==> src/rtl/tp_link_pkg.sv <==
package tp_link_pkg;

  typedef enum logic {
    LINK_DOWN = 1'b0,
    LINK_UP   = 1'b1
  } link_state_t;

  function automatic int ms_to_cycles(input int clk_hz, input int ms);
    return (clk_hz / 1000) * ms;
  endfunction

endpackage

==> src/rtl/tp_pulse_spacing.sv <==
module tp_pulse_spacing #(
  parameter int MIN_CYC = 4,
  parameter int MAX_CYC = 64
) (
  input  logic clk,
  input  logic rst_n,
  input  logic pulse,
  output logic too_soon,
  output logic too_late
);
  localparam int SAT = MAX_CYC + 1;
  localparam int W   = $clog2(SAT + 1);
  localparam logic [W-1:0] SAT_V = W'(SAT);
  localparam logic [W-1:0] MIN_V = W'(MIN_CYC);
  localparam logic [W-1:0] MAX_V = W'(MAX_CYC);

  // cycles since the last pulse; saturated value means "no usable reference"
  logic [W-1:0] since_q;

  always_ff @(posedge clk) begin
    if (!rst_n)                since_q <= SAT_V;
    else if (pulse)            since_q <= W'(1);
    else if (since_q != SAT_V) since_q <= since_q + W'(1);
  end

  assign too_soon = since_q < MIN_V;
  assign too_late = since_q > MAX_V;

  assert_spacing_class_R5: assert property (@(posedge clk) disable iff (!rst_n)
    $onehot0({too_soon, too_late}));

  assert_fresh_reference_R6: assert property (@(posedge clk) disable iff (!rst_n)
    pulse |=> (MIN_CYC > 1) ? too_soon : !too_late);

endmodule

==> src/rtl/tp_loss_timer.sv <==
module tp_loss_timer #(
  parameter int LOSS_CYC = 64
) (
  input  logic clk,
  input  logic rst_n,
  input  logic run,
  input  logic kick,
  output logic expire
);
  localparam int W = (LOSS_CYC > 1) ? $clog2(LOSS_CYC) : 1;
  localparam logic [W-1:0] LAST = W'(LOSS_CYC - 1);

  logic [W-1:0] quiet_q;

  always_ff @(posedge clk) begin
    if (!rst_n)               quiet_q <= '0;
    else if (!run || kick)    quiet_q <= '0;
    else if (quiet_q != LAST) quiet_q <= quiet_q + W'(1);
  end

  assign expire = run && !kick && (quiet_q == LAST);

  assert_expire_quiet_R2: assert property (@(posedge clk) disable iff (!rst_n)
    expire |-> $past(run && !kick));

  assert_kick_restarts_R3: assert property (@(posedge clk) disable iff (!rst_n)
    (run && kick && LOSS_CYC > 1) |=> !expire);

endmodule

==> src/rtl/tp_link_monitor.sv <==
module tp_link_monitor
  import tp_link_pkg::*;
#(
  parameter int CLK_HZ     = 25_000_000,
  parameter int LOSS_MS    = 64,
  parameter int MIN_GAP_MS = 4,
  parameter int MAX_GAP_MS = 64,
  parameter int LINK_COUNT = 2
) (
  input  logic clk,
  input  logic rst_n,
  input  logic lp_strobe,
  input  logic rx_active,
  input  logic test_off,
  output logic link_ok,
  output logic path_block
);
  localparam int LOSS_CYC = ms_to_cycles(CLK_HZ, LOSS_MS);
  localparam int MIN_CYC  = ms_to_cycles(CLK_HZ, MIN_GAP_MS);
  localparam int MAX_CYC  = ms_to_cycles(CLK_HZ, MAX_GAP_MS);
  localparam int CW       = $clog2(LINK_COUNT + 1);
  localparam logic [CW-1:0] GOAL = CW'(LINK_COUNT);

  link_state_t   state_q;
  logic [CW-1:0] run_q;
  logic          too_soon, too_late, expire;

  tp_pulse_spacing #(.MIN_CYC(MIN_CYC), .MAX_CYC(MAX_CYC)) u_spacing (
    .clk(clk), .rst_n(rst_n), .pulse(lp_strobe),
    .too_soon(too_soon), .too_late(too_late)
  );

  tp_loss_timer #(.LOSS_CYC(LOSS_CYC)) u_loss (
    .clk(clk), .rst_n(rst_n),
    .run(state_q == LINK_UP && !test_off),
    .kick(lp_strobe || rx_active),
    .expire(expire)
  );

  always_ff @(posedge clk) begin
    if (!rst_n) begin
      state_q <= LINK_DOWN;
      run_q   <= '0;
    end else if (test_off) begin
      state_q <= LINK_UP;
      run_q   <= '0;
    end else if (state_q == LINK_UP) begin
      if (expire) begin
        state_q <= LINK_DOWN;
        run_q   <= '0;
      end
    end else if (rx_active) begin
      state_q <= LINK_UP;
      run_q   <= '0;
    end else if (lp_strobe) begin
      if (too_soon) begin
        run_q <= '0;
      end else if (too_late || run_q + CW'(1) >= GOAL) begin
        if (!too_late || LINK_COUNT <= 1) begin
          state_q <= LINK_UP;
          run_q   <= '0;
        end else begin
          run_q <= CW'(1);
        end
      end else begin
        run_q <= run_q + CW'(1);
      end
    end
  end

  assign link_ok    = (state_q == LINK_UP);
  assign path_block = !link_ok;

  assert_rise_on_event_R4: assert property (@(posedge clk) disable iff (!rst_n)
    $rose(link_ok) |-> $past(lp_strobe || rx_active || test_off));

  assert_fall_on_quiet_R2: assert property (@(posedge clk) disable iff (!rst_n)
    $fell(link_ok) |-> $past(!lp_strobe && !rx_active && !test_off));

  assert_early_holds_down_R5: assert property (@(posedge clk) disable iff (!rst_n)
    (!link_ok && lp_strobe && too_soon && !rx_active && !test_off) |=> !link_ok);

  assert_rx_recovers_R7: assert property (@(posedge clk) disable iff (!rst_n)
    (!link_ok && rx_active) |=> link_ok);

  assert_forced_up_R9: assert property (@(posedge clk) disable iff (!rst_n)
    test_off |=> link_ok);

  assert_run_bound_R4: assert property (@(posedge clk) disable iff (!rst_n)
    run_q < GOAL);

endmodule

==> config.mk <==
export PLATFORM = sky130hd
export DESIGN_NAME = tp_link_monitor
export DESIGN_NICKNAME = d
export VERILOG_FILES = /design/src/rtl/tp_link_pkg.sv /design/src/rtl/tp_pulse_spacing.sv /design/src/rtl/tp_loss_timer.sv /design/src/rtl/tp_link_monitor.sv
export SDC_FILE = /design/constraint.sdc
export NUM_CORES = 1
export LEC_CHECK = 0
export BUFFER_PORTS_ARGS = -buffer_cell sky130_fd_sc_hd__buf_2
export CAP_MARGIN = 20
export CORE_UTILIZATION = 40
export CTS_CLUSTER_SIZE = 16
export DETAILED_ROUTE_END_ITERATION = 10
export MAX_ROUTING_LAYER = met4
export PLACE_DENSITY = 0.54
export SYNTH_ARGS = -nofsm -noshare
export SYNTH_HDL_FRONTEND = slang
export SYNTH_SLANG_ARGS = --single-unit
==> constraint.sdc <==
create_clock -name clk -period 3.2 [get_ports clk]
set_clock_uncertainty 0.1 [all_clocks]
set_input_delay 0.32 -clock clk [delete_from_list [all_inputs] [get_ports clk]]
set_output_delay 0.32 -clock clk [all_outputs]
set_load 0.02 [all_outputs]
==> results of run 1 <==
metrics by stage:
stage | setup slack [ps] | hold slack [ps] | power [mW]
final | 868.9 | 158.0 | 0.9996
after global routing | 700.7 | 183.9 | 1.051
after CTS | 859.3 | 146.0 | 1.015
after detailed placement | 886.0 | 386.6 | 0.6584
after global placement | 937.9 | 380.8 | 0.6592
after floorplan | 1208 | 334.6 | 0.6411
critical path, stage by stage, from the launching register on:
cell and delay (ps):
sky130_fd_sc_hd__dfxtp_1 370, sky130_fd_sc_hd__ha_1 210, sky130_fd_sc_hd__nand2_1 110, sky130_fd_sc_hd__or4_1 740, sky130_fd_sc_hd__o21ai_2 450, sky130_fd_sc_hd__or3_1 170
sky130_fd_sc_hd__a21oi_1 60
power by group:
part	internal (mW)	switching [mW]	total, mW
registers	0.569	0.0141	0.583
logic	0.0256	0.0370	0.0626
clock network	0.172	0.182	0.354
total	0.766	0.233	1.00
path summary, 6_finish.rpt:
path | endpoint | slack, ps | cells past startpoint
setup / recovery | u_loss.quiet_q[9] | 870 | 6
hold reg to reg | run_q[0] | 400 | 1
setup reg to reg | u_loss.quiet_q[9] | 870 | 6
hold / removal | link_ok | 160 | 3
per-layer routing:
layer,up-vias,share of wire,wire length [um]
met1,901,0.54,2685
li1,1001,-,-
met5,-,0,0
met4,0,0.012,60
met2,33,0.41,2016
met3,7,0.041,203
cell type report:
type,instances,area [um2]
multi-input cells,212,1369
well taps,72,90.09
fillers,571,3087
flip-flops and latches,45,900.9
inverters,10,37.54
repair buffers,7,37.54
clock buffers,7,86.33
logic make-up after synthesis:
family	count (synthesis)
AND/OR/NAND/NOR	133
AO/OA/AOI/OAI	49
XOR/XNOR	24
adder cells (fa/ha/maj)	4
buffers and inverters	22
multiplexers	2
flip-flops	45
sequential cells by signal, indices dropped and copies added (netlist names):
name	count
u_spacing.since_q	21
u_loss.quiet_q	21
link_ok	1
run_q	2
cell usage in the layout, fill, tap and decap left out, types with 6 or more instances in the layout:
master | netlist | final
sky130_fd_sc_hd__o21ai_0 | 10 | 10
sky130_fd_sc_hd__nor2_1 | 33 | 33
sky130_fd_sc_hd__xnor2_1 | 18 | 18
sky130_fd_sc_hd__inv_1 | 10 | 10
sky130_fd_sc_hd__nand3_1 | 12 | 12
sky130_fd_sc_hd__or4_1 | 6 | 6
sky130_fd_sc_hd__dfxtp_1 | 45 | 45
sky130_fd_sc_hd__or3_1 | 11 | 11
sky130_fd_sc_hd__nand2_1 | 21 | 21
sky130_fd_sc_hd__a21oi_1 | 11 | 11
sky130_fd_sc_hd__xor2_1 | 6 | 6
sky130_fd_sc_hd__buf_2 | 2 | 6
sky130_fd_sc_hd__clkbuf_8 | 0 | 6
sky130_fd_sc_hd__nor3_1 | 11 | 11
sky130_fd_sc_hd__o21ai_1 | 6 | 6
cell usage after synthesis, drive strengths merged (6+ instances only):
library cell and count:
o21ai 17, nor2 35, dfxtp 45, or4 7
inv 10, o211ai 6, xnor2 18, nand4 6
nand3 12, or3 11, nand2 21, clkbuf 7
nor4 7, a21oi 11, xor2 6, nor3 12
==> results.tsv, run 1 <==
metric	value	unit
status	complete, no violations	
die-width	79.05	um
power.leakage	0.8192	nW
synth_cell_types	55	
yosys_warnings	0	
die-area	6249	um2
area_growth_syn_to_layout	6.164	%
timing.hold.worst.start	test_off	
synth_fa_ha_area_frac	0.02107	
synth_edf_count	0	
seq_area_frac_synth	0.3793	
tightestPinTransition	593.8	ps
timing.critical_path.from	u_loss.quiet_q[0]	
critical_path_maximum_fanout	11	
grt_pass1_wl	8935	um
hpwlAfterDp	3553	um
dpl-instance-area	2435	um2
critical_path_data_arrival_time	2400	ps
syn_area_per_cell	8.512	um2
irDropWorstVdd	0.2282	mV
synth_compound_area_frac	0.1349	
tritoncts_num_sinks	45	
setup-tns-final	0	ps
drive_above_1_share	0.1068	
synth_async_sr_flop_share	0	
cts_setup_buffers	0	
mux_cell_area_share_after_synthesis	0.008430	
timing.critical_path.to_type	flop	
number_of_placed_instances_with_taps_included	346	
grt_usage	0.1849	
place_congestion	0.8616	
place.port_buffers	6	
postLayoutCoreUtil	0.4496	
final-max-slew-violation-count	0	
postLayoutCellArea	2521	um2
floorplan_core_area	5608	um2
postSynthRegisterBits	45	
fin_cells	353	
drt_pass1_iterations	4	
detail_route.vias_per_cell	5.501	
insertion_delay	290	ps
drt_first_iter_violations	101	
hold_viol_final	0	
grt_antenna_before_repair	0	
cellPowerDensity	396.5	nW/um2
grt_util_met2	0.2474	
critical_path.startpoint_type	flop	
clock_tree_from_tritoncts	yes	
setup_viol	0	
antennaDiodeCount	0	
synth-xor-area-share	0.08851	
tritoncts.num_buffers	5	
drt-wirelength-per-cell	14.07	um
yosys_most_used_dff	sky130_fd_sc_hd__dfxtp_1	
timing.setup.critical_path_class	reg2reg	
h-tree-depth	2	
timing.max_slew.rel_slack	0.6041	
busiest_layer	met1	
rows	27	
syn_area	2375	um2
synth_simple_gate_area_share	0.3235	
syn-instance-count	279	
drt_wl_total	4966	um
combinational_family_with_the_most_area_after_synthesis	simple AND/OR/NAND/NOR gates	
synthDominantCellAreaShare	0.3793	
pin_count_of_the_biggest_net_entering_global_routing	21	
clock-root-buffer	sky130_fd_sc_hd__clkbuf_8	
floorplan.die.height	79.05	um
num_vias	1942	
route.detailed.drc	0	
yosys-top-cells-area	sky130_fd_sc_hd__dfxtp_1 38%, sky130_fd_sc_hd__xnor2_1 6.6%, sky130_fd_sc_hd__nor2_1 5.2%	
pin_count	7	
rr_startpoint	u_loss.quiet_q[0]	
groute.layer.met1.usage	0.2778	
unrepaired_setup_endpoints_after_global_routing	false	
post_cts_resize_count	0	
hold_class	in2reg	
num-nets-final	290	
synth_area_leader_cell	sky130_fd_sc_hd__dfxtp_1	
initial_core_util	0.4235	
cap_violations	0	
layout_min_cycle_time	2331	ps
syn-num-nets	288	
postRouteAntennaNets	0	
global_route.usage.met3	0.03103	
cts.hold.buffers_added	0	
layout_worst_path_cycle_share	0.7285	
cts_max_path_buffers	2	
max_freq	429.0	MHz
grt_remaining_overflow	0	
first_global_vias	1843	
clk_pin_slew_worst_paths	80	ps
required_time_of_the_critical_path	3270	ps
Power figures use the tool's default switching activity.
==> run 2, diff against run 1 <==
--- a/config.mk
+++ b/config.mk
@@ -11,7 +11,7 @@
 export CTS_CLUSTER_SIZE = 16
 export DETAILED_ROUTE_END_ITERATION = 10
 export MAX_ROUTING_LAYER = met4
-export PLACE_DENSITY = 0.54
+export PLACE_DENSITY = 0.56
 export SYNTH_ARGS = -nofsm -noshare
 export SYNTH_HDL_FRONTEND = slang
 export SYNTH_SLANG_ARGS = --single-unit
==> constraint.sdc (replaced) <==
create_clock -name clk -period 2 [get_ports clk]
set_clock_uncertainty 0.1 [all_clocks]
set_input_delay 0.2 -clock clk [delete_from_list [all_inputs] [get_ports clk]]
set_output_delay 0.2 -clock clk [all_outputs]
set_load 0.02 [all_outputs]
==> results.tsv, run 2 (synthesis results as in run 1) <==
metric	value	unit
setup-tns-final	0	ps
drive_above_1_share	0.2349	
drt_first_iter_violations	69	
worst_hold_slack_after_final_layout	30.09	ps
total_power	1.608	mW
first_global_vias	1875	
postLayoutCoreUtil	0.5056	
grt_antenna_before_repair	0	
cellPowerDensity	567.2	nW/um2
detail_route.vias_per_cell	5.351	
critical_path_data_arrival_time	2070	ps
num-nets-final	323	
tightestPinTransition	615.6	ps
worst-path-buf-inv	0	
required_time_of_the_critical_path	2090	ps
irDropWorstVdd	0.2829	mV
drt-wirelength-per-cell	13.67	um
num_vias	2071	
antennaDiodeCount	0	
path_delay_family	simple AND/OR/NAND/NOR gates	
route.detailed.drc	0	
final-max-slew-violation-count	0	
reg2reg_setup_slack	20	ps
clock_tree_from_tritoncts	yes	
timing.hold.worst.start	test_off	
die-width	79.05	um
grt_remaining_overflow	0	
critical_path_maximum_fanout	3	
timing.hold.worst_path_depth	3	
drt_wl_total	5289	um
rows	27	
layout_worst_path_cycle_share	0.9913	
whs_endpoint	link_ok	
tritoncts.num_buffers	5	
tritoncts_num_sinks	45	
critical_path.startpoint_type	flop	
setup_viol	0	
clk_pin_slew_worst_paths	80	ps
dpl-instance-area	2688	um2
hpwlAfterDp	3892	um
place.port_buffers	6	
unrepaired_setup_endpoints_after_global_routing	true	
layout_min_cycle_time	1983	ps
mostFrequentLayoutCell	sky130_fd_sc_hd__dfxtp_1	
crit_path_frequent_cell	sky130_fd_sc_hd__or4_4	
status	complete, no violations	
drt_pass1_iterations	4	
floorplan.die.height	79.05	um
area_growth_syn_to_layout	19.39	%
timing.setup.critical_path_class	reg2reg	
pin_count_of_the_biggest_net_entering_global_routing	16	
h-tree-depth	2	
postRouteAntennaNets	0	
rr_startpoint	u_spacing.since_q[2]	
initial_core_util	0.4235	
top_regs	u_loss.quiet_q (21), u_spacing.since_q (21), run_q (2)	
postLayoutCellArea	2835	um2
floorplan_core_area	5608	um2
ff2ff_path_depth	5	
place_congestion	0.8315	
timing.max_slew.rel_slack	0.5896	
cts_max_path_buffers	2	
cap_violations	0	
critical_path.slowest_cell	sky130_fd_sc_hd__or4_4	
die-area	6249	um2
layout_common_cells	40 x sky130_fd_sc_hd__dfxtp_1, 33 x sky130_fd_sc_hd__nor2_1, 32 x sky130_fd_sc_hd__buf_4, 21 x sky130_fd_sc_hd__nand2_1, 18 x sky130_fd_sc_hd__xnor2_1	
path_cells	or4_4 > or4_4 > o211ai_4 > nor4b_2 > a31o_1	
clock-root-buffer	sky130_fd_sc_hd__clkbuf_8	
max_freq	504.4	MHz
grt_usage	0.1853	
r2r-end	run_q[0]	
insertion_delay	290	ps
pin_count	7	
grt_pass1_wl	8797	um
timing.critical_path.to_type	flop	
cp_slowest_stage_delay	530	ps
hold_class	in2reg	
power.leakage	1.006	nW
hold_viol_final	0	
## run 2: cell count changes in the layout (fill, tap and decap cells not counted), moves of 2 or more
cell | before | now
sky130_fd_sc_hd__clkbuf_1 | 1 | 3
sky130_fd_sc_hd__or4_1 | 6 | 3
sky130_fd_sc_hd__or4_4 | 1 | 4
sky130_fd_sc_hd__dfxtp_2 | 0 | 5
sky130_fd_sc_hd__buf_4 | 1 | 32
sky130_fd_sc_hd__dfxtp_1 | 45 | 40
## run 2: tightest hold or removal path, stage by stage
cell,delay [ps]
sky130_fd_sc_hd__buf_2,90
sky130_fd_sc_hd__nand2_1,40
sky130_fd_sc_hd__o21ai_1,50
## run 2: routing by layer
layer	GRT usage	up-vias	part of all wire
met5	-	-	0
met4	0.04909	0	0.012
met3	0.03448	6	0.019
met2	0.2629	14	0.43
met1	0.2676	989	0.54
li1	-	1062	-
## run 2: report_power, final
group | switching [mW] | leakage [nW] | total (mW) | internal, mW
clock network | 0.296 | 0.0395 | 0.545 | 0.249
registers | 0.0133 | 0.368 | 0.924 | 0.911
logic | 0.0766 | 0.599 | 0.139 | 0.0628
## run 2: through the flow
stage	cells	setup slack, ps
final	387	17.41
after global routing	387	-42.64
after CTS	386	12.00
after detailed placement	378	6.780
after global placement	378	34.63
after floorplan	279	8.030
## run 2: how the worst max path moves through the flow
stage	depth (start not counted)	to	slack [ps]	start
4_1_cts	5	run_q[0]	10	u_spacing.since_q[2]
6_report	5	run_q[0]	20	u_spacing.since_q[2]
3_3_place_gp	5	run_q[0]	30	u_spacing.since_q[2]
5_1_grt	5	run_q[0]	-40	u_spacing.since_q[2]
3_5_place_dp	7	u_loss.quiet_q[1]	7	u_loss.quiet_q[0]
2_1_floorplan	8	u_loss.quiet_q[3]	8	u_loss.quiet_q[0]
## run 2: timing repair
| item | in CTS | in global routing |
|---|---|---|
| resized for setup | 1 | 16 |
| endpoints found under the hold margin | 0 | 0 |
| pin swaps | 0 | 7 |
| cloned | 0 | 0 |
| buffers inserted | 0 | 1 |
| hold buffers | 0 | 0 |
| setup endpoints to repair | 2 | 18 |
## run 2: layout make-up
cell class                      count  area (um2)
Fill cell                         572        2773
Multi-Input combinational cell    212        1419
Sequential cell                    45       907.1
Timing Repair Buffer               40       301.5
Tap cell                           72       90.09
Clock buffer                        8       80.08
Inverter                           10       37.54
